### config.mk
export PLATFORM = sky130hd
export DESIGN_NAME = irqc_top
export DESIGN_NICKNAME = d
export VERILOG_FILES = /design/src/rtl/irqc_pkg.sv /design/src/rtl/irqc_srcmap.sv /design/src/rtl/irqc_prio.sv /design/src/rtl/irqc_regs.sv /design/src/rtl/irqc_top.sv
export SDC_FILE = /design/constraint.sdc
export NUM_CORES = 1
export LEC_CHECK = 0
export ABC_AREA = 1
export BUFFER_PORTS_ARGS = -buffer_cell sky130_fd_sc_hd__buf_2
export CAP_MARGIN = 20
export CORE_MARGIN = 2
export CORE_UTILIZATION = 43
export CTS_CLUSTER_DIAMETER = 60
export CTS_CLUSTER_SIZE = 40
export DETAILED_ROUTE_END_ITERATION = 12
export GPL_TIMING_DRIVEN = 0
export HOLD_SLACK_MARGIN = 0.08
export MAX_ROUTING_LAYER = met4
export PLACE_DENSITY = 0.76
export SLEW_MARGIN = 10
export SYNTH_ARGS = -nofsm -noshare
export SYNTH_HDL_FRONTEND = slang
export SYNTH_SLANG_ARGS = --single-unit
export TNS_END_PERCENT = 50
### constraint.sdc
create_clock -name clk_i -period 1.8 [get_ports clk_i]
set_input_delay 0 -clock clk_i [delete_from_list [all_inputs] [get_ports clk_i]]
set_output_delay 0 -clock clk_i [all_outputs]
set_load 0.03 [all_outputs]
### src/rtl/irqc_pkg.sv
package irqc_pkg;
    localparam int SRC_N  = 13;
    localparam int WORD_W = 16;
    localparam int LVL_W  = 4;
    localparam int ADDR_W = 6;
    localparam int LVL_NONE = (1 << LVL_W) - 1;

    localparam logic [ADDR_W-1:0] OFF_ENABLE  = 6'h00;
    localparam logic [ADDR_W-1:0] OFF_POWER   = 6'h30;
    localparam logic [ADDR_W-1:0] OFF_VERSION = 6'h32;
    localparam logic [ADDR_W-1:0] OFF_LATCH   = 6'h36;
    localparam logic [WORD_W-1:0] VERSION_CODE = 16'h0010;

    typedef enum logic [0:0] { PW_IDLE = 1'b0, PW_FIRE = 1'b1 } pw_state_e;

    // status bit taken by each source index
    function automatic int src_bit(input int i);
        case (i)
            0: return 15;  1: return 14;  2: return 13;  3: return 12;
            4: return 11;  5: return 10;  6: return 9;   7: return 8;
            8: return 7;   9: return 6;   10: return 5;  11: return 4;
            default: return 0;
        endcase
    endfunction

    // fixed priority level of each source index
    function automatic int src_lvl(input int i);
        case (i)
            0: return 12;  1: return 9;   2: return 10;  3: return 3;
            4: return 0;   5: return 4;   6: return 1;   7: return 2;
            8: return 8;   9: return 5;   10: return 6;  11: return 7;
            default: return 11;
        endcase
    endfunction

    // level owned by a status bit, LVL_NONE for bits without a source
    function automatic int bit_lvl(input int b);
        for (int i = 0; i < SRC_N; i++) begin
            if (src_bit(i) == b) return src_lvl(i);
        end
        return LVL_NONE;
    endfunction
endpackage

### src/rtl/irqc_srcmap.sv
module irqc_srcmap
    import irqc_pkg::*;
(
    input  logic [SRC_N-1:0]  src_i,
    output logic [WORD_W-1:0] word_o
);
    always_comb begin
        word_o = '0;
        for (int i = 0; i < SRC_N; i++) begin
            word_o[src_bit(i)] = src_i[i];
        end
    end
endmodule

### src/rtl/irqc_prio.sv
module irqc_prio
    import irqc_pkg::*;
(
    input  logic [WORD_W-1:0] cand_i,
    output logic [LVL_W-1:0]  code_o
);
    logic [LVL_W-1:0] best;

    always_comb begin
        best = LVL_W'(LVL_NONE);
        for (int b = 0; b < WORD_W; b++) begin
            if (cand_i[b] && (LVL_W'(bit_lvl(b)) < best)) begin
                best = LVL_W'(bit_lvl(b));
            end
        end
        code_o = best ^ LVL_W'(LVL_NONE);
    end
endmodule

### src/rtl/irqc_regs.sv
module irqc_regs
    import irqc_pkg::*;
(
    input  logic              clk_i,
    input  logic              rst_ni,
    input  logic              wr_i,
    input  logic [ADDR_W-1:0] addr_i,
    input  logic [WORD_W-1:0] wdata_i,
    output logic [WORD_W-1:0] rdata_o,
    output logic [WORD_W-1:0] enable_q_o,
    output logic [WORD_W-1:0] enable_d_o,
    output logic [WORD_W-1:0] latch_o,
    output logic              shdn_o
);
    logic [WORD_W-1:0] enable_q, latch_q;
    pw_state_e         pw_q, pw_d;
    logic              pw_req;

    assign pw_req     = wr_i && (addr_i == OFF_POWER) && wdata_i[0];
    assign enable_d_o = (wr_i && addr_i == OFF_ENABLE) ? wdata_i : enable_q;
    assign enable_q_o = enable_q;
    assign latch_o    = latch_q;

    always_ff @(posedge clk_i) begin
        if (!rst_ni) begin
            enable_q <= '0;
            latch_q  <= '0;
        end else begin
            enable_q <= enable_d_o;
            if (wr_i && addr_i == OFF_LATCH) latch_q <= wdata_i;
        end
    end

    // power-off sequence: state register
    always_ff @(posedge clk_i) begin
        if (!rst_ni) pw_q <= PW_IDLE;
        else         pw_q <= pw_d;
    end

    // power-off sequence: next state
    always_comb begin
        pw_d = pw_q;
        unique case (pw_q)
            PW_IDLE: if (pw_req) pw_d = PW_FIRE;
            PW_FIRE: if (!pw_req) pw_d = PW_IDLE;
            default: pw_d = PW_IDLE;
        endcase
    end

    // power-off sequence: outputs
    always_comb begin
        shdn_o = (pw_q == PW_FIRE);
    end

    always_comb begin
        case (addr_i)
            OFF_ENABLE:  rdata_o = enable_q;
            OFF_LATCH:   rdata_o = latch_q;
            OFF_VERSION: rdata_o = VERSION_CODE;
            OFF_POWER:   rdata_o = '0;
            default:     rdata_o = '0;
        endcase
    end
endmodule

### src/rtl/irqc_top.sv
module irqc_top
    import irqc_pkg::*;
(
    input  logic              clk_i,
    input  logic              rst_ni,
    input  logic [SRC_N-1:0]  src_i,
    input  logic              bus_wr_i,
    input  logic [ADDR_W-1:0] bus_addr_i,
    input  logic [WORD_W-1:0] bus_wdata_i,
    output logic [WORD_W-1:0] bus_rdata_o,
    output logic [LVL_W-1:0]  irl_o,
    output logic [WORD_W-1:0] gpo_o,
    output logic              shdn_o
);
    logic [WORD_W-1:0] status_w, enable_q, enable_d;
    logic [LVL_W-1:0]  code_w, irl_q;

    irqc_srcmap u_map (
        .src_i  (src_i),
        .word_o (status_w)
    );

    irqc_regs u_regs (
        .clk_i      (clk_i),
        .rst_ni     (rst_ni),
        .wr_i       (bus_wr_i),
        .addr_i     (bus_addr_i),
        .wdata_i    (bus_wdata_i),
        .rdata_o    (bus_rdata_o),
        .enable_q_o (enable_q),
        .enable_d_o (enable_d),
        .latch_o    (gpo_o),
        .shdn_o     (shdn_o)
    );

    irqc_prio u_prio (
        .cand_i (status_w & enable_d),
        .code_o (code_w)
    );

    always_ff @(posedge clk_i) begin
        if (!rst_ni) irl_q <= '0;
        else         irl_q <= code_w;
    end

    assign irl_o = irl_q;
endmodule

After elaboration in Yosys (flattened, before gate mapping) --
Cells that the tools add are included.
Word-level totals: register bits after elaboration 37, bits of input ports 38, output and inout bits 37, logic and storage cells 4792
Cells by class: magnitude comparators 15, equal/unequal tests 198, mux-type cells 4540, bitwise operators 2, reductions and logical operators 33
Operator list (count):
- $mux W32 | 1456
- $mux W4 | 863
- $eq A32 B5 Y1 const B | 104
- $mux W1 | 2219
- $eq A32 B4 Y1 const B | 52
- $eq A32 B3 Y1 const B | 26
- $eq A32 B2 Y1 const B | 13
- $logic_not A32 Y1 | 13
- $pmux W16 S3 | 1
- $lt A4 B4 Y1 const A | 7
- $logic_and A1 B1 Y1 | 19
- $eq A6 B6 Y1 const B | 3
- $and A16 B16 Y16 | 1
- $lt A3 B4 Y1 const A | 4
- $mux W16 | 1
- $lt A1 B4 Y1 const A | 2
- $lt A2 B4 Y1 const A | 2
- $logic_not A6 Y1 | 1
- $not A4 Y4 | 1

Logic depth before layout (Yosys ltp) --
Gate-level depths: netlist (run 1).
depth after elaboration 3395, depth in mapped cells 17, depth with buffers taken out 17

By module --
A second synthesis (run 1) with hierarchy kept.
Unflattened totals: cells, all modules 383, area total of the unflattened synthesis 2302.2 um^2
By module, submodules not included:
- irqc_regs | times used 1, cells each 272, area each 1700.4 um^2, seq. area each 660.6 um^2
- irqc_prio | times used 1, cells each 50, area each 247.7 um^2, seq. area each 0.0 um^2
- irqc_top | times used 1, cells each 44, area each 230.2 um^2, seq. area each 80.1 um^2
- irqc_srcmap | times used 1, cells each 17, area each 123.9 um^2, seq. area each 0.0 um^2

Worst setup path after synthesis (run 1) --
OpenSTA, ideal clock, no wires.
path kind in2reg, start in bus_addr_i[1], end reg irl_q[1], in the netlist irl_o[1], library setup time 0.109 ns, arrival 1.371 ns, data required time 1.691 ns, slack 0.320 ns, cell stages on the path 15, path buffers 1, cells stage by stage nor2_4 nand2_2 nor2_2 buf_6 nand3_2 nand3_2 nand2_2 nor2_4 nand4_4 nor2_4 o21ai_2 nand4_1 nand3_1 nand2_1 inv_1
On the way: word-level cells in the longest chain between the ends 51
RTL lines:
- start: declaration | RTL line irqc_top.sv:8 | input logic [ADDR_W-1:0] bus_addr_i,
- $logic_not A6 Y1 * | RTL line irqc_regs.sv:20 | assign enable_d_o = (wr_i && addr_i == OFF_ENABLE) ? wdata_i : enable_q;
- $logic_and A1 B1 Y1 * | RTL line irqc_regs.sv:20
- $mux W16 * | RTL line irqc_regs.sv:20
- $and A16 B16 Y16 * | RTL line irqc_top.sv:37 | .cand_i (status_w & enable_d),
- $mux W4 | RTL line irqc_prio.sv:12 | if (cand_i[b] && (LVL_W'(bit_lvl(b)) < best)) begin
- $lt A4 B4 Y1 | RTL line irqc_prio.sv:12
- $logic_and A1 B1 Y1 | RTL line irqc_prio.sv:12
- $mux W4 | RTL line irqc_prio.sv:12
- [... 35 more ...]
- $mux W4 | RTL line irqc_prio.sv:12
- $lt A4 B4 Y1 | RTL line irqc_prio.sv:12
- $logic_and A1 B1 Y1 | RTL line irqc_prio.sv:12
- $mux W4 | RTL line irqc_prio.sv:12
- $lt A4 B4 Y1 | RTL line irqc_prio.sv:12
- $logic_and A1 B1 Y1 | RTL line irqc_prio.sv:12
- $mux W4 * | RTL line irqc_prio.sv:12
- $not A4 Y4 (no source line) *
- end signal: assignment | RTL line irqc_top.sv:43 | else irl_q <= code_w;
- end: declaration | RTL line irqc_top.sv:16 | logic [LVL_W-1:0] code_w, irl_q;
Mark *: on every way between the ends. The rest lies on a longest branch, timed or not. A chain may end at the register's enable or synchronous reset.

==> impl_metrics.env, run 1 <==
export IMPL_criticalPathCategory="primary input to register"
export IMPL_clock_sinks=37
export IMPL_finalSetupViolations=0
export IMPL_grt_start_max_net_pins=14
export IMPL_power_per_cell_area_nw_per_um2=646
export IMPL_layout_core_utilization_pct=62.0
export IMPL_detailedRoute_firstPassIterationCount=4
export IMPL_cpPeakStageDelay_ps=570
export IMPL_cts_root_buffer_cell="clkbuf_8"
export IMPL_seq_area_frac_synth_pct=37.8
export IMPL_final_hold_violation_count=0
export IMPL_drc_violation_count_after_routing=0
export IMPL_cts_buffers_inserted=5
export IMPL_die_x_um=71.5
export IMPL_first_global_vias=2035
export IMPL_outcome="complete, no violations"
export IMPL_startpoint_of_the_worst_hold_path="src_i[0]"
export IMPL_cell_count_after_synthesis=268
export IMPL_timing_rr_start="u_regs.enable_q_o[11]"
export IMPL_worst_r2r_setup_slack_ps=260
export IMPL_vdd_drop_max_uv=321
export IMPL_drt_iter0_drc=132
export IMPL_std_cell_rows=24
export IMPL_synthesis_area_um2=1960
export IMPL_timing_critical_path_buf_inv=4
export IMPL_port_buffers=74
export IMPL_global_route_overflow_total=0
export IMPL_initial_core_util_pct=44.7
export IMPL_max_clock_path_buffers=2
export IMPL_synth_avg_cell_area_um2=7.31
export IMPL_grt_pass1_wl_mm=8.65
export IMPL_min_period_over_period_pct=96.5
export IMPL_transition_time_at_the_pin_with_the_least_slew_margin_ps=528
export IMPL_wl_mm=5.26
export IMPL_worst_endpoint_arrival_ps=1980
export IMPL_min_to="irl_o[0]"
export IMPL_holdWs_ps=105
export IMPL_synth_seq_cells=37
export IMPL_detailroute_via_count=2082
export IMPL_cts_max_level=2
export IMPL_grt_antenna_before_repair=0
export IMPL_leakage_nw=1.32
export IMPL_crit_reg2reg_capture="irl_o[1]"
export IMPL_critical_path_required_ps=2050
export IMPL_critical_path_peak_fanout=5
export IMPL_setup_worst_path_start_class="primary input"
export IMPL_maxCapViolCount=0
export IMPL_core_area_um2=4380
export IMPL_setup_crit_end_kind="register"
export IMPL_clk_insertion_delay_late_ps=300
export IMPL_maxSlewViolCount=0
export IMPL_timing_hold_worst_class="primary input to register"
export IMPL_clk_pin_slew_worst_paths_ps=80
export IMPL_mappedNetlistNets=306
export IMPL_grt_overall_usage_pct=22.4
export IMPL_design_portCount=75
export IMPL_die_height_um=71.5
export IMPL_detail_route_wl_per_cell_um=12.5
export IMPL_synth_lib_cells_used_distinct=29
export IMPL_maxClockFrequency_mhz=576
export IMPL_crit_path_frequent_cell="dlygate4sd3_1"
export IMPL_maxSlewHeadroom_pct=64.8
export IMPL_post_route_cells_drive_above_1_share_pct=31.9
export IMPL_areaGrowthSynthToFinish_pct=38.7
export IMPL_gp_routability_congestion=0.958
export IMPL_nets=407
export IMPL_crit_family="buffers and inverters"
export IMPL_finalSetupTns_ps=0
export IMPL_final_setup_skew_ps=3.99
export IMPL_crit_path_cell_trace="dlygate4sd3_1, buf_4, nand3_1, dlygate4sd3_1, nor3_1, dlygate4sd3_1"
export IMPL_hold_depth=5
export IMPL_antenna_diode_count=0
export IMPL_cts_tree="done"
export IMPL_layout_min_cycle_time_ps=1740
export IMPL_rsz0062_at_grt="false"
export IMPL_antenna_violating_nets_post_route=0
export IMPL_via_per_inst=4.93
export IMPL_total_power_w=0.00176
export IMPL_postCtsSetupBuffers=0
export IMPL_crit_slowest_cell="dlygate4sd3_1"
export IMPL_die_area_um2=5110
export IMPL_ff2ff_path_depth=10
export IMPL_synth_warning_count=0
export IMPL_dp_final_hpwl_mm=3.92
flip-flops by register name, summed over array words and instances (netlist names):
name,cells
irl_o,4
u_regs.shdn_o,1
u_regs.enable_q_o,16
u_regs.latch_o,16
Yosys cell counts:
master	n	area [um^2]
o21ai_2	2	17.5
mux2i_1	4	40.0
o211ai_1	1	7.51
a21oi_1	18	90.1
inv_2	4	15.0
clkinv_1	1	3.75
clkbuf_1	6	22.5
inv_1	44	165
nand4_1	4	25.0
nor2_1	28	105
nor4_2	1	12.5
nor3_1	1	5.00
or2_1	1	6.26
o21ai_1	1	5.00
nand3_4	2	35.0
nor2_8	1	20.0
buf_6	2	22.5
o21ai_0	32	160
nor2_4	5	56.3
buf_1	1	3.75
nor2_2	3	18.8
nand4_4	2	42.5
nand2_2	7	43.8
nand3_1	9	45.0
nand3_2	4	40.0
o211ai_2	2	25.0
o22ai_1	6	37.5
dfxtp_1	37	741
nand2_1	39	146
worst max path at each step:
stage | start | to | slack (ps) | cells after the start
2_1_floorplan | bus_addr_i[1] | irl_o[1] | 320 | 15
6_report | rst_ni | u_regs.shdn_o | 60 | 6
4_1_cts | rst_ni | u_regs.shdn_o | 20 | 6
3_5_place_dp | bus_addr_i[1] | irl_o[1] | -110 | 15
5_1_grt | rst_ni | u_regs.shdn_o | 20 | 6
3_3_place_gp | bus_addr_i[1] | irl_o[1] | -70 | 15
repair_timing:
action,in CTS,in global routing
endpoints found under the setup margin,0,2
hold endpoints to repair,31,0
hold buffers,20,0
resized for setup,0,2
report_power, final:
group	internal (W)	switching, W
Sequential	0.000825	0.00000259
Combinational	0.0000861	0.000106
Clock	0.000415	0.000321
Total	0.00133	0.000430
layout by cell type (no fill, tap or decap), drive strengths merged, types with 2 or more instances in the layout:
master,count
nand3,15
mux2i,4
clkbuf,11
a21oi,18
inv,48
dfxtp,37
nand2,46
o21ai,35
buf,77
dlygate4sd3,20
nand4,6
o211ai,3
clkinv,2
o22ai,6
nor2,37
cell type report:
cell class,instances,area [um^2]
fillers,417,1670
plain buffers,9,48.8
multi-input cells,173,990
flip-flops and latches,37,741
well taps,52,65.1
clock inverters,3,46.3
inverters,49,184
repair buffers,94,573
clock buffers,5,68.8
routing by layer:
metal | vias up | GRT usage, % | wire length, um
met1 | 932 | 25.5 | 2160
met5 | - | - | 0
met3 | 8 | 4.36 | 333
met2 | 79 | 37.2 | 2670
met4 | 0 | 11.3 | 93
li1 | 1063 | - | -
per-stage QoR:
stage / worst slack [ps] / instance area [um^2] / std cells
final: 63.3 / 2720 / 422
after global routing: 15.3 / 2720 / 422
after CTS: 23.1 / 2710 / 422
after detailed placement: -109 / 2390 / 394
after global placement: -73.5 / 2390 / 394
after floorplan: 320 / 1960 / 268
cell families after synthesis:
logic type / after synthesis / share of synthesized area, %
AO/OA/AOI/OAI: 62 / 17.5
AND/OR/NAND/NOR: 107 / 30.7
multiplexers: 4 / 2.04
flip-flops: 37 / 37.8
buffers and inverters: 58 / 11.9
worst reg2reg max path, stage by stage, from the launching register on:
cell and delay (ps):
dfxtp_1 310, o21ai_1 250, nor2_1 110, inv_2 100
nand4_4 160, nor2_4 140, o21ai_2 70, nand4_1 110
nand3_1 90, nand2_1 60, inv_1 40
Note: power is estimated with default switching activity, not from simulation.
==> run 2: changes to the inputs <==
- CORE_MARGIN: 2 -> not set
==> run 2 against run 1 <==
Compared with the run above:
- cell count fell by 0.71%
- clock power fell by 29%
- worst hold slack improved by 5.5 ps
- setup slack improved by 140 ps
- die area fell by 5.5%
- critical path type unchanged
- largest cell class unchanged
- fmax rose by 8.6%
- global-route usage rose by 1.2 points
- sequential share of layout area rose by 0.52 points
==> impl_metrics.env, run 2 (same netlist as run 1, synthesis figures left out) <==
export IMPL_global_route_overflow_total=0
export IMPL_top_library_cells_by_usage_in_the_layout_fill_and_taps_aside="buf_2 (74), inv_1 (44), nand2_1 (39)"
export IMPL_gp_routability_congestion=0.880
export IMPL_grt_antenna_before_repair=0
export IMPL_crit_slowest_cell="dlygate4sd3_1"
export IMPL_grt_start_max_net_pins=11
export IMPL_port_buffers=74
export IMPL_layout_core_utilization_pct=61.2
export IMPL_clk_insertion_delay_late_ps=290
export IMPL_pwr_share_clk_pct=33.8
export IMPL_globalRouteMet3Util_pct=3.49
export IMPL_finalSetupTns_ps=0
export IMPL_cts_max_level=2
export IMPL_drc_violation_count_after_routing=0
export IMPL_global_route_peak_usage_layer="met2"
export IMPL_finalSetupViolations=0
export IMPL_cts_buffers_inserted=5
export IMPL_final_setup_skew_ps=4.58
export IMPL_criticalPathCategory="primary input to register"
export IMPL_wl_mm=5.13
export IMPL_grt_overall_usage_pct=23.5
export IMPL_vdd_drop_max_uv=241
export IMPL_grt_met2_usage_pct=39.4
export IMPL_die_x_um=69.5
export IMPL_setup_worst_path_start_class="primary input"
export IMPL_areaGrowthSynthToFinish_pct=36.1
export IMPL_post_route_cells_drive_above_1_share_pct=31.9
export IMPL_detailroute_via_count=2038
export IMPL_timing_hold_worst_class="primary input to register"
export IMPL_std_cell_rows=24
export IMPL_critical_path_peak_fanout=5
export IMPL_p_int_w=0.00116
export IMPL_drt_iter0_drc=137
export IMPL_power_per_cell_area_nw_per_um2=577
export IMPL_critical_path_required_ps=1990
export IMPL_core_area_um2=4350
export IMPL_layout_min_cycle_time_ps=1600
export IMPL_final_cells=419
export IMPL_detailedRoute_firstPassIterationCount=4
export IMPL_die_area_um2=4830
export IMPL_netSwitchingPower_w=0.000373
export IMPL_detail_route_wl_per_cell_um=12.2
export IMPL_cpPeakStageDelay_ps=530
export IMPL_transition_time_at_the_pin_with_the_least_slew_margin_ps=537
export IMPL_maxCapViolCount=0
export IMPL_use_met1_pct=28.3
export IMPL_worst_endpoint_arrival_ps=1790
export IMPL_antenna_diode_count=0
export IMPL_maxClockFrequency_mhz=625
export IMPL_design_portCount=75
export IMPL_initial_core_util_pct=45.0
export IMPL_via_per_inst=4.86
export IMPL_maxSlewHeadroom_pct=64.2
export IMPL_dp_final_hpwl_mm=3.95
export IMPL_clk_pin_slew_worst_paths_ps=60
export IMPL_max_clock_path_buffers=2
export IMPL_rsz0062_at_grt="false"
export IMPL_grt_pass1_wl_mm=8.85
export IMPL_die_height_um=69.5
export IMPL_power_sequential_fraction_pct=53.9
export IMPL_nets=406
export IMPL_antenna_violating_nets_post_route=0
export IMPL_cts_root_buffer_cell="clkbuf_8"
export IMPL_leakage_nw=1.30
export IMPL_power_share_combinational_pct=12.3
export IMPL_setup_crit_end_kind="register"
export IMPL_outcome="complete, no violations"
export IMPL_min_period_over_period_pct=88.8
export IMPL_placement_setup_worst_slack_ps=-55.1
export IMPL_placed_cells_incl_taps=394
export IMPL_clock_sinks=37
export IMPL_final_hold_violation_count=0
export IMPL_final_common_cell="buf_2"
export IMPL_switching_power_share_of_the_total_pct=24.3
export IMPL_first_global_vias=1993
export IMPL_finalWorstSetupSlack_ps=201
export IMPL_crit_path_cell_trace="dlygate4sd3_1, buf_2, or2_1, nand3_2, nand2_2, inv_2, nand4_4, nor2_4, o21ai_2, nand4_1, nand3_1, nand2_1, inv_1"
export IMPL_maxSlewViolCount=0
export IMPL_cts_tree="done"
run 2: cell types whose count changed in the layout (fill, tap and decap cells not counted), sizes merged:
cell / change
bufinv: -1
clkinvlp: -1
dlygate4sd3: -1
run 2: final cells by class:
cell class	count	area [um^2]
multi-input combinational	173	992
tap	52	65.1
fill	416	1690
sequential	37	741
buffer	9	48.8
timing repair buffer	93	561
inverter	49	184
clock inverter	1	5.00
clock buffer	5	68.8
run 2: timing repair:
action                     4_1_cts  5_1_grt
hold buffers                    19        0
gates resized for setup          0        2
setup buffers                    0        0
hold endpoints to repair        30        0
setup endpoints to repair        0        2
run 2: critical path: cells and delay by family:
kind                   cells  cell delay [ps]
AO/OA/AOI/OAI              1               70
AND/OR/NAND/NOR            8              950
buffers and inverters      4              770
run 2: routing by layer:
| layer | wire [um] | vias up |
|---|---|---|
| met5 | 0 | - |
| met4 | 93 | 0 |
| met3 | 242 | 9 |
| met2 | 2550 | 52 |
| met1 | 2240 | 912 |
| li1 | - | 1065 |
run 2: final timing paths:
check | cells past startpoint | from | endpoint | slack (ps)
worst max-delay path | 13 | bus_wdata_i[8] | irl_o[1] | 200
worst min register to register | 2 | u_regs.latch_o[1] | u_regs.latch_o[1] | 460
worst max register to register | 12 | u_regs.enable_q_o[5] | irl_o[1] | 290
worst min-delay path | 5 | src_i[0] | irl_o[0] | 110
run 2: through the flow:
step	cell area [um^2]	power (W)	hold slack, ps
after global placement	2390	0.00100	274
after floorplan	1960	0.000929	136
after CTS	2660	0.00156	105
final	2670	0.00154	111
after global routing	2670	0.00161	155
after detailed placement	2390	0.00101	278
run 2: power groups by stage:
| stage | clock network (W) | registers (W) | logic, W |
|---|---|---|---|
| floorplan | 0 | 0.000857 | 0.0000713 |
| global placement | 0 | 0.000847 | 0.000158 |
| detailed placement | 0 | 0.000847 | 0.000158 |
| CTS | 0.000539 | 0.000828 | 0.000189 |
| global route | 0.000571 | 0.000829 | 0.000209 |
| finish | 0.000519 | 0.000829 | 0.000190 |
==> run 3: changes to the inputs <==
- ABC_AREA: 1 -> not set
- SLEW_MARGIN: 10 -> not set
==> run 3 against run 2 <==
Compared with the run above:
- routed wire length rose by 31%
- power is 9.4% higher
- global-route usage grew 6.5 points
- design area increased by 4.5%
- count of clock-buffer cells in the layout grew 2
- worst hold slack improved by 14 ps
- flip-flop and latch count is the same
- first-iteration DRC count fell by 8.0%
- clock power rose by 26%
- critical path depth fell by 7
==> impl_metrics.env, run 3 <==
export IMPL_mappedNetlistNets=289
export IMPL_crit_reg2reg_capture="irl_o[0]"
export IMPL_leakage_nw=1.17
export IMPL_dp_final_hpwl_mm=4.73
export IMPL_grt_pass1_wl_mm=11.3
export IMPL_port_buffers=73
export IMPL_synth_seq_cells=37
export IMPL_worst_endpoint_arrival_ps=1950
export IMPL_core_area_um2=4350
export IMPL_detail_route_wl_per_cell_um=16.4
export IMPL_power_share_combinational_pct=12.1
export IMPL_ff2ff_path_depth=6
export IMPL_power_per_cell_area_nw_per_um2=604
export IMPL_switching_power_share_of_the_total_pct=25.4
export IMPL_area_occupied_by_registers_um2=746
export IMPL_drt_iter0_drc=126
export IMPL_dpl_instance_area_um2=2380
export IMPL_std_cell_rows=24
export IMPL_wl_mm=6.72
export IMPL_setup_crit_end_kind="register"
export IMPL_critical_path_required_ps=2000
export IMPL_areaGrowthSynthToFinish_pct=42.6
export IMPL_worst_r2r_setup_slack_ps=50
export IMPL_antenna_diode_count=0
export IMPL_cts_max_level=2
export IMPL_grt_antenna_before_repair=0
export IMPL_p_int_w=0.00125
export IMPL_setup_worst_path_start_class="register"
export IMPL_ys_async_sr_fraction_pct=0
export IMPL_cell_count_after_synthesis=251
export IMPL_startpoint_of_the_worst_hold_path="bus_addr_i[3]"
export IMPL_drc_violation_count_after_routing=0
export IMPL_die_area_um2=4810
export IMPL_clock_sinks=37
export IMPL_multi_input_comb_area_um2=1190
export IMPL_crit_path_cell_trace="a22o_1, a21oi_2, and4_1, o211ai_1, or3b_1, a311oi_1"
export IMPL_synth_most_common_cell="nand2_1"
export IMPL_seq_area_frac_synth_pct=37.9
export IMPL_cp_num_cells=6
export IMPL_final_hold_violation_count=0
export IMPL_grt_start_max_net_pins=12
export IMPL_final_setup_skew_ps=5.59
export IMPL_yosys_area_top_type_share_pct=37.9
export IMPL_via_per_inst=5.78
export IMPL_timing_hold_worst_class="primary input to register"
export IMPL_synth_lib_cells_used_distinct=38
export IMPL_min_to="u_regs.shdn_o"
export IMPL_netSwitchingPower_w=0.000428
export IMPL_grt_overall_usage_pct=30.0
export IMPL_min_period_over_period_pct=97.1
export IMPL_critical_path_peak_fanout=3
export IMPL_timing_rr_start="u_regs.enable_q_o[10]"
export IMPL_clk_insertion_delay_late_ps=290
export IMPL_synth_edf_count=0
export IMPL_detailedRoute_firstPassIterationCount=5
export IMPL_detailroute_via_count=2362
export IMPL_num_fill_cells=387
export IMPL_maxClockFrequency_mhz=572
export IMPL_post_route_cells_drive_above_1_share_pct=30.5
export IMPL_die_x_um=69.4
export IMPL_top_library_cells_by_usage_in_the_layout_fill_and_taps_aside="buf_2 (73), nand2_1 (62), dfxtp_1 (35)"
export IMPL_nets=394
export IMPL_global_route_overflow_total=0
export IMPL_criticalPathCategory="register to register"
export IMPL_synthesis_area_um2=1950
export IMPL_synth_ff_type="dfxtp_1"
export IMPL_cts_buffers_inserted=5
export IMPL_design_portCount=75
export IMPL_outcome="complete, no violations"
export IMPL_maxSlewViolCount=0
export IMPL_cts_root_buffer_cell="clkbuf_8"
export IMPL_synth_common_cells="nand2_1 (63), dfxtp_1 (37), a21oi_1 (32)"
export IMPL_synth_warning_count=0
export IMPL_max_clock_path_buffers=2
export IMPL_layout_core_utilization_pct=63.9
export IMPL_vdd_drop_max_uv=335
export IMPL_synth_area_leaders="dfxtp_1 (38%), nand2_1 (12%), a22o_1 (8.5%)"
export IMPL_clk_pin_slew_worst_paths_ps=80
export IMPL_timing_critical_path_buf_inv=0
export IMPL_initial_core_util_pct=44.8
export IMPL_gp_routability_congestion=0.920
export IMPL_crit_slowest_cell="or3b_1"
export IMPL_maxCapViolCount=0
export IMPL_pwr_share_clk_pct=39.0
export IMPL_maxSlewHeadroom_pct=56.3
export IMPL_antenna_violating_nets_post_route=0
export IMPL_layout_min_cycle_time_ps=1750
export IMPL_final_common_cell="buf_2"
export IMPL_transition_time_at_the_pin_with_the_least_slew_margin_ps=655
export IMPL_hold_depth=3
export IMPL_final_area_um2=2780
export IMPL_synth_avg_cell_area_um2=7.78
export IMPL_power_sequential_fraction_pct=48.9
export IMPL_crit_family="compound AO/OA/AOI/OAI gates"
export IMPL_yosys_area_top_type="dfxtp_1"
export IMPL_finalSetupViolations=0
export IMPL_die_height_um=69.4
export IMPL_first_global_vias=2335
export IMPL_cpPeakStageDelay_ps=370
export IMPL_cts_tree="done"
-- run 3: cell types whose count changed after synthesis, sizes merged, moves of 5 or more --
| cell | change |
|---|---|
| a21oi | +14 |
| a22o | +19 |
| a22oi | +5 |
| a31oi | +5 |
| clkbuf | +8 |
| inv | -47 |
| nand2 | +17 |
| nand3 | +7 |
| nor2 | -32 |
| o21ai | -33 |
| o22ai | -6 |
-- run 3: kinds of logic (layout without fill, tap and decap cells) --
kind of cell	after synthesis	count (layout)	synth area share, %
AOI/OAI and AO/OA	79	79	27.6
muxes	6	6	3.33
DFF	37	37	37.9
buffers and inverters	18	124	3.85
and+or+nand+nor	111	111	27.3
-- run 3: how the worst max path moves through the flow --
stage	from	to	slack [ps]
after floorplan	u_regs.enable_q_o[10]	irl_o[0]	130
after global placement	bus_addr_i[0]	bus_rdata_o[1]	-640
after detailed placement	bus_addr_i[0]	bus_rdata_o[1]	-590
after CTS	u_regs.enable_q_o[11]	irl_o[0]	-3
after global routing	u_regs.enable_q_o[10]	irl_o[0]	-7
final	u_regs.enable_q_o[10]	irl_o[0]	50
-- run 3: worst register-to-register path, cell delays in order, from the launching register on --
cell	delay [ps]
dfxtp_2	330
a22o_1	230
a21oi_2	150
and4_1	210
o211ai_1	130
or3b_1	370
a311oi_1	240
-- run 3: cell type report --
type / instances / area share [%]
buffer: 16 / 2.61
clock buffer: 7 / 3.46
clock inverter: 1 / 0.180
inverter: 2 / 0.270
multi-input combinational: 196 / 42.8
sequential: 37 / 26.8
tap: 52 / 2.34
timing repair buffer: 98 / 21.6
-- run 3: through the flow --
| step | instances | setup slack (ps) | total power, W | setup TNS, ps | hold slack [ps] |
|---|---|---|---|---|---|
| 2_1_floorplan | 251 | 126 | 0.000908 | 0 | 118 |
| 3_3_place_gp | 376 | -640 | 0.00100 | -10860 | 256 |
| 3_5_place_dp | 376 | -590 | 0.00100 | -9940 | 259 |
| 4_1_cts | 403 | -3.31 | 0.00168 | -3.31 | 120 |
| 5_1_grt | 409 | -7.28 | 0.00175 | -7.28 | 140 |
| 6_report | 409 | 52.8 | 0.00168 | 0 | 125 |
-- run 3: timing repair --
item	in CTS	in global routing
pin swaps	0	9
setup endpoints to repair	18	24
hold buffers	19	0
gates resized for setup	6	15
endpoints found under the hold margin	37	0
setup buffers	0	6
-- run 3: power by group through the flow --
stage	registers, W	logic [W]	clock network, W
floorplan	0.000849	0.0000594	0
global placement	0.000844	0.000158	0
detailed placement	0.000844	0.000159	0
CTS	0.000824	0.000194	0.000667
global route	0.000823	0.000219	0.000703
finish	0.000823	0.000203	0.000656
-- run 3: per-layer routing --
metal	vias up	global-route usage [%]	wire, um
met5	-	-	0
met4	0	9.52	81
met3	11	5.52	466
met2	117	48.4	3250
met1	1105	38.0	2930
li1	1129	-	-
